==> src/rtl/lr_pkg.sv <==
package lr_pkg;

  typedef enum logic [2:0] {
    PORT_LOCAL = 3'd0,
    PORT_NORTH = 3'd1,
    PORT_EAST  = 3'd2,
    PORT_SOUTH = 3'd3,
    PORT_WEST  = 3'd4
  } portT;

  typedef struct packed {
    logic loadHead;
    logic loadBody;
  } strobeT;

  function automatic portT reversePort(portT p);
    case (p)
      PORT_NORTH: reversePort = PORT_SOUTH;
      PORT_SOUTH: reversePort = PORT_NORTH;
      PORT_EAST:  reversePort = PORT_WEST;
      PORT_WEST:  reversePort = PORT_EAST;
      default:    reversePort = PORT_LOCAL;
    endcase
  endfunction

endpackage

==> src/rtl/lr_ctrl.sv <==
module lr_ctrl
  import lr_pkg::*;
(
  input  logic   clk,
  input  logic   rstN,
  input  logic   inValid,
  input  logic   inHead,
  input  logic   inTail,
  output strobeT strobe,
  output logic   outValid,
  output logic   outHead,
  output logic   outTail
);

  logic pktOpen;

  always_comb begin
    strobe.loadHead = inValid && inHead;
    strobe.loadBody = inValid && !inHead && pktOpen;
  end

  always_ff @(posedge clk) begin
    if (!rstN) begin
      pktOpen  <= 1'b0;
      outValid <= 1'b0;
      outHead  <= 1'b0;
      outTail  <= 1'b0;
    end else begin
      if (strobe.loadHead)
        pktOpen <= !inTail;
      else if (strobe.loadBody && inTail)
        pktOpen <= 1'b0;
      outValid <= strobe.loadHead || strobe.loadBody;
      outHead  <= strobe.loadHead;
      outTail  <= (strobe.loadHead || strobe.loadBody) && inTail;
    end
  end

  // A flit that is neither a head nor part of an open packet never reaches the output.
  assert_orphan_dropped_R3: assert property (@(posedge clk) disable iff (!rstN)
    (inValid && !inHead && !pktOpen) |=> !outValid);

  // Once a tail has been sent, no flit can follow it except a new head.
  assert_after_tail_only_head_R3: assert property (@(posedge clk) disable iff (!rstN)
    (outValid && outTail) |=> (!outValid || outHead));

  assert_flags_need_valid_R1: assert property (@(posedge clk) disable iff (!rstN)
    !outValid |-> (!outHead && !outTail));

endmodule

==> src/rtl/lr_datapath.sv <==
module lr_datapath
  import lr_pkg::*;
#(
  parameter int MESH_X   = 4,
  parameter int MESH_Y   = 4,
  parameter int ROUTER_X = 1,
  parameter int ROUTER_Y = 2,
  parameter int HINT_W   = 4,
  localparam int XW = (MESH_X > 1) ? $clog2(MESH_X) : 1,
  localparam int YW = (MESH_Y > 1) ? $clog2(MESH_Y) : 1
)(
  input  logic              clk,
  input  logic              rstN,
  input  strobeT            strobe,
  input  logic              outValid,
  input  logic              outHead,
  input  logic              routeMode,
  input  logic [XW-1:0]     destX,
  input  logic [YW-1:0]     destY,
  input  logic [2:0]        inPort,
  input  logic [4*HINT_W-1:0] congHint,
  output logic [2:0]        outPort,
  output logic [2:0]        outNextPort
);

  localparam logic [XW:0] HERE_X = (XW+1)'(ROUTER_X);
  localparam logic [YW:0] HERE_Y = (YW+1)'(ROUTER_Y);

  portT            curPort;
  logic [XW:0]     nbrX;
  logic [YW:0]     nbrY;
  logic [XW:0]     dstX;
  logic [YW:0]     dstY;
  logic            xGt, xLt, yGt, yLt;
  portT            yDir;
  logic [HINT_W-1:0] hintEast, hintY;
  portT            xyPort, wfPort, routed;
  portT            portQ, nextQ;

  assign curPort = portT'(inPort);
  assign dstX    = {1'b0, destX};
  assign dstY    = {1'b0, destY};

  // Coordinates of the router that the carried port leads to.
  always_comb begin
    nbrX = HERE_X;
    nbrY = HERE_Y;
    case (curPort)
      PORT_NORTH: nbrY = HERE_Y + 1'b1;
      PORT_SOUTH: nbrY = HERE_Y - 1'b1;
      PORT_EAST:  nbrX = HERE_X + 1'b1;
      PORT_WEST:  nbrX = HERE_X - 1'b1;
      default: ;
    endcase
  end

  assign xGt  = dstX > nbrX;
  assign xLt  = dstX < nbrX;
  assign yGt  = dstY > nbrY;
  assign yLt  = dstY < nbrY;
  assign yDir = yGt ? PORT_NORTH : PORT_SOUTH;

  // Hint lookup: slot k holds port code k+1.
  always_comb begin
    hintEast = congHint[1*HINT_W +: HINT_W];
    hintY    = yGt ? congHint[0*HINT_W +: HINT_W] : congHint[2*HINT_W +: HINT_W];
  end

  // Dimension-ordered function evaluated at the neighbour.
  always_comb begin
    if (xGt)      xyPort = PORT_EAST;
    else if (xLt) xyPort = PORT_WEST;
    else if (yGt) xyPort = PORT_NORTH;
    else if (yLt) xyPort = PORT_SOUTH;
    else          xyPort = PORT_LOCAL;
  end

  // West-first function evaluated at the neighbour.
  always_comb begin
    if (xLt)
      wfPort = PORT_WEST;
    else if (xGt && (yGt || yLt))
      wfPort = (hintY < hintEast) ? yDir : PORT_EAST;
    else if (xGt) wfPort = PORT_EAST;
    else if (yGt) wfPort = PORT_NORTH;
    else if (yLt) wfPort = PORT_SOUTH;
    else          wfPort = PORT_LOCAL;
  end

  always_comb begin
    if (curPort == PORT_LOCAL) routed = PORT_LOCAL;
    else if (routeMode)        routed = wfPort;
    else                       routed = xyPort;
  end

  // Body and tail flits leave the recorded ports untouched.
  always_ff @(posedge clk) begin
    if (!rstN) begin
      portQ <= PORT_LOCAL;
      nextQ <= PORT_LOCAL;
    end else if (strobe.loadHead) begin
      portQ <= curPort;
      nextQ <= routed;
    end
  end

  assign outPort     = portQ;
  assign outNextPort = nextQ;

  assert_head_port_passthru_R2: assert property (@(posedge clk) disable iff (!rstN)
    strobe.loadHead |=> (outPort == $past(inPort)));

  assert_body_keeps_ports_R3: assert property (@(posedge clk) disable iff (!rstN)
    (outValid && !outHead && $past(outValid)) |->
      (outPort == $past(outPort) && outNextPort == $past(outNextPort)));

  assert_xy_no_y_to_x_R5: assert property (@(posedge clk) disable iff (!rstN)
    (strobe.loadHead && !routeMode && (curPort == PORT_NORTH || curPort == PORT_SOUTH))
      |-> (routed == curPort || routed == PORT_LOCAL));

  assert_wf_no_turn_into_west_R6: assert property (@(posedge clk) disable iff (!rstN)
    (strobe.loadHead && routeMode && routed == PORT_WEST)
      |-> (curPort == PORT_WEST));

  assert_no_reversal_R9: assert property (@(posedge clk) disable iff (!rstN)
    (outValid && outHead && outPort != PORT_LOCAL)
      |-> (outNextPort != reversePort(portT'(outPort))));

  assert_local_stays_local_R8: assert property (@(posedge clk) disable iff (!rstN)
    (outValid && outHead && outPort == PORT_LOCAL) |-> (outNextPort == PORT_LOCAL));

endmodule

==> src/rtl/lookahead_route.sv <==
module lookahead_route
  import lr_pkg::*;
#(
  parameter int MESH_X   = 4,
  parameter int MESH_Y   = 4,
  parameter int ROUTER_X = 1,
  parameter int ROUTER_Y = 2,
  parameter int HINT_W   = 4,
  localparam int XW = (MESH_X > 1) ? $clog2(MESH_X) : 1,
  localparam int YW = (MESH_Y > 1) ? $clog2(MESH_Y) : 1
)(
  input  logic                clk,
  input  logic                rstN,
  input  logic                inValid,
  input  logic                inHead,
  input  logic                inTail,
  input  logic                routeMode,
  input  logic [XW-1:0]       destX,
  input  logic [YW-1:0]       destY,
  input  logic [2:0]          inPort,
  input  logic [4*HINT_W-1:0] congHint,
  output logic                outValid,
  output logic                outHead,
  output logic                outTail,
  output logic [2:0]          outPort,
  output logic [2:0]          outNextPort
);

  strobeT strobe;

  lr_ctrl u_ctrl (
    .clk      (clk),
    .rstN     (rstN),
    .inValid  (inValid),
    .inHead   (inHead),
    .inTail   (inTail),
    .strobe   (strobe),
    .outValid (outValid),
    .outHead  (outHead),
    .outTail  (outTail)
  );

  lr_datapath #(
    .MESH_X   (MESH_X),
    .MESH_Y   (MESH_Y),
    .ROUTER_X (ROUTER_X),
    .ROUTER_Y (ROUTER_Y),
    .HINT_W   (HINT_W)
  ) u_dp (
    .clk         (clk),
    .rstN        (rstN),
    .strobe      (strobe),
    .outValid    (outValid),
    .outHead     (outHead),
    .routeMode   (routeMode),
    .destX       (destX),
    .destY       (destY),
    .inPort      (inPort),
    .congHint    (congHint),
    .outPort     (outPort),
    .outNextPort (outNextPort)
  );

endmodule

==> config.mk <==
export PLATFORM = sky130hd
export DESIGN_NAME = lookahead_route
export DESIGN_NICKNAME = d
export VERILOG_FILES = /design/src/rtl/lr_pkg.sv /design/src/rtl/lr_ctrl.sv /design/src/rtl/lr_datapath.sv /design/src/rtl/lookahead_route.sv
export SDC_FILE = /design/constraint.sdc
export NUM_CORES = 1
export LEC_CHECK = 0
export BUFFER_PORTS_ARGS = -buffer_cell sky130_fd_sc_hd__buf_2
export CAP_MARGIN = 20
export CORE_AREA = 2 2 44 46
export CTS_BUF_LIST = sky130_fd_sc_hd__clkbuf_16
export CTS_CLUSTER_SIZE = 16
export DETAILED_ROUTE_END_ITERATION = 8
export DIE_AREA = 0 0 46 48
export HOLD_SLACK_MARGIN = 0.15
export PLACE_DENSITY = 0.68
export SETUP_SLACK_MARGIN = 0.02
export SYNTH_ARGS = -nofsm -noshare
export SYNTH_HDL_FRONTEND = slang
export SYNTH_SLANG_ARGS = --single-unit
==> constraint.sdc <==
create_clock -name clk -period 2.9 [get_ports clk]
set_input_delay 0.435 -clock clk [delete_from_list [all_inputs] [get_ports clk]]
set_output_delay 0.435 -clock clk [all_outputs]
set_load 0.01 [all_outputs]
==> flow_metrics.tcl <==
set metrics [dict create \
    yosys.area.top_type "dfxtp_1" \
    worst_setup_path_end_kind "register" \
    clk_latency_ns 0.24 \
    start_util_pct 40.0 \
    min_to "u_ctrl.outValid" \
    path_class "in -> reg" \
    fin_tns_setup_ns 0 \
    area_delta_synth_final_pct 41.5 \
    cp-start-kind "input port" \
    synth_area_leaders "dfxtp_1 (30%), ha_1 (13%), nand2_1 (7.8%)" \
    critical_path_required_ns 3.01 \
    synth_area_um2 676 \
    dieArea_um2 2210 \
    skew_ns 0.000403 \
    final_design_area_no_fill_um2 956 \
    synth-edff-count 0 \
    cts_setup_buffers 0 \
    synthArstFlopShare_pct 0 \
    placed_cell_area_um2 877 \
    ys_seq_elements 10 \
    cts_buffers 3 \
    vias_per_cell 4.95 \
    io_pins 38 \
    drive_gt1_share_pct 36.4 \
    synth_cell_types 27 \
    htreeDepth 1 \
    port_buffers 33 \
    core_area_um2 1690 \
    finalCriticalPeriod_ns 2.56 \
    rr_startpoint "u_dp.outNextPort[1]" \
    grt_usage_pct 13.3 \
    rr_worst_depth 3 \
    grt_overflow 0 \
    n_antenna_cell 0 \
    finalSetupViolCount 0 \
    fin_crit_sh_pct 88.2 \
    antenna_found_initial 0 \
    peakVddDrop_mv 0.269 \
    synth_top_cell_area_share_pct 29.6 \
    fmax_mhz 391 \
    clk_pin_slew_worst_paths_ns 0.04 \
    max_slew_margin_pct 83.2 \
    path_max_fanout 5 \
    num_rows 15 \
    die-height_um 48 \
    grt_pass1_wl_mm 2.10 \
    cap_violations 0 \
    wl_mm 1.42 \
    hp-start "inValid" \
    dp_hpwl_mm 1.18 \
    arrival_ns 2.67 \
    route.detailed.drc 0 \
    tritoncts "yes" \
    drv_slew 0 \
    clock_sinks 10 \
    synth_common_cells "nand2_1 (14), dfxtp_1 (10), inv_1 (10)" \
    yosys_warnings 0 \
    tightest_slew_ns 0.250 \
    post-route-util_pct 56.6 \
    via_count 683 \
    cts_resized 0 \
    finalHoldViolations 0 \
    yosysSeqAreaShare_pct 29.6 \
    grt_max_degree 10 \
    synthCells 82 \
    rr_endpoint "u_dp.outNextPort[1]" \
    gp_congestion 0.816 \
    nets 158 \
    ant_nets 0 \
    chipWidth_um 46 \
    status "completed" \
    rsz0062_at_grt "no" \
    whs_ns 0.451 \
    synth_most_common_cell "nand2_1" \
    ctsHoldBuffers 0 \
    synth_nets 118 \
    clockBufferDepth 2 \
    hp-class "in -> reg" \
    r2r_slack_ns 2.08 \
    power_density_nw_per_um2 514 \
    cts-root-buf "clkbuf_16" \
    synth_ff_type "dfxtp_1" \
    drt_iter0_drc 3 \
    dr.pass1.iters 2 \
    hold-path-cell-count 3 \
    power.total_uw 491 \
    wl_per_cell_um 10.3 \
    p_leak_uw 0.000527 \
    post_synth.cell_area_avg_um2 8.24 \
    grt_pass1_vias 572 \
]
registers in the layout (all words and copies together) (netlist names):
name              count
u_ctrl.pktOpen        1
u_ctrl.outHead        1
u_dp.outPort          3
u_dp.outNextPort      3
u_ctrl.outValid       1
u_ctrl.outTail        1
cell families (layout without fill, tap and decap cells):
family,after synthesis,after routing,synth area share [%]
compound gates,18,18,20.4
flops,10,10,29.6
fa+ha+maj,7,7,13.0
mux,3,3,5.00
simple gates,33,33,25.2
buf+inv,10,49,5.56
xor+xnor,1,1,1.30
worst max path at each step:
stage,end,from,slack [ns]
after detailed placement,u_dp.outNextPort[0],inPort[1],0.09
after global routing,u_dp.outNextPort[0],inPort[1],0.19
final,u_dp.outNextPort[1],inPort[1],0.34
after floorplan,u_dp.outNextPort[0],inPort[1],0.32
after CTS,u_dp.outNextPort[1],inPort[1],0.34
after global placement,u_dp.outNextPort[1],inPort[1],0.10
cell usage in the layout (no fill, tap or decap), types with 3 or more instances in the layout:
cell	count
inv_1	10
o21ai_0	3
buf_2	33
mux2_2	3
nand2_1	14
a21boi_0	3
clkbuf_16	3
nand2b_1	3
ha_1	7
dfxtp_1	10
and2_1	3
layer usage:
layer,global-route usage [%],part of all wire (%)
met1,14.5,43
met2,23.1,49
met3,4.15,6.8
met4,6.86,1.1
met5,0,0
layout make-up:
| class | count | area (um^2) |
|---|---|---|
| clock buffer | 3 | 75.1 |
| multi-input combinational | 62 | 438 |
| timing repair buffer | 35 | 180 |
| tap | 17 | 21.3 |
| fill | 164 | 733 |
| clock inverter | 1 | 3.75 |
| sequential | 10 | 200 |
| inverter | 10 | 37.5 |
power by group:
| group | internal, uW | switching (uW) | total (uW) | leakage (uW) |
|---|---|---|---|---|
| registers | 145 | 2.40 | 147 | 0.0000817 |
| clock network | 181 | 62.9 | 243 | 0.0000385 |
| logic | 52.1 | 48.5 | 101 | 0.000406 |
critical path, cell delays in order:
cell	delay [ns]
buf_2	0.13
and3b_1	0.19
ha_1	0.31
nand2b_1	0.13
nand2_1	0.08
nand2_1	0.08
mux2_2	0.33
ha_1	0.17
or2b_2	0.29
a211o_1	0.23
o22ai_1	0.19
a31oi_1	0.11
metrics by stage:
step	setup WS, ns	cells
after floorplan	0.317	82
after global placement	0.103	134
after detailed placement	0.0899	134
after CTS	0.337	138
after global routing	0.186	138
final	0.341	138
Power figures use the tool's default switching activity.
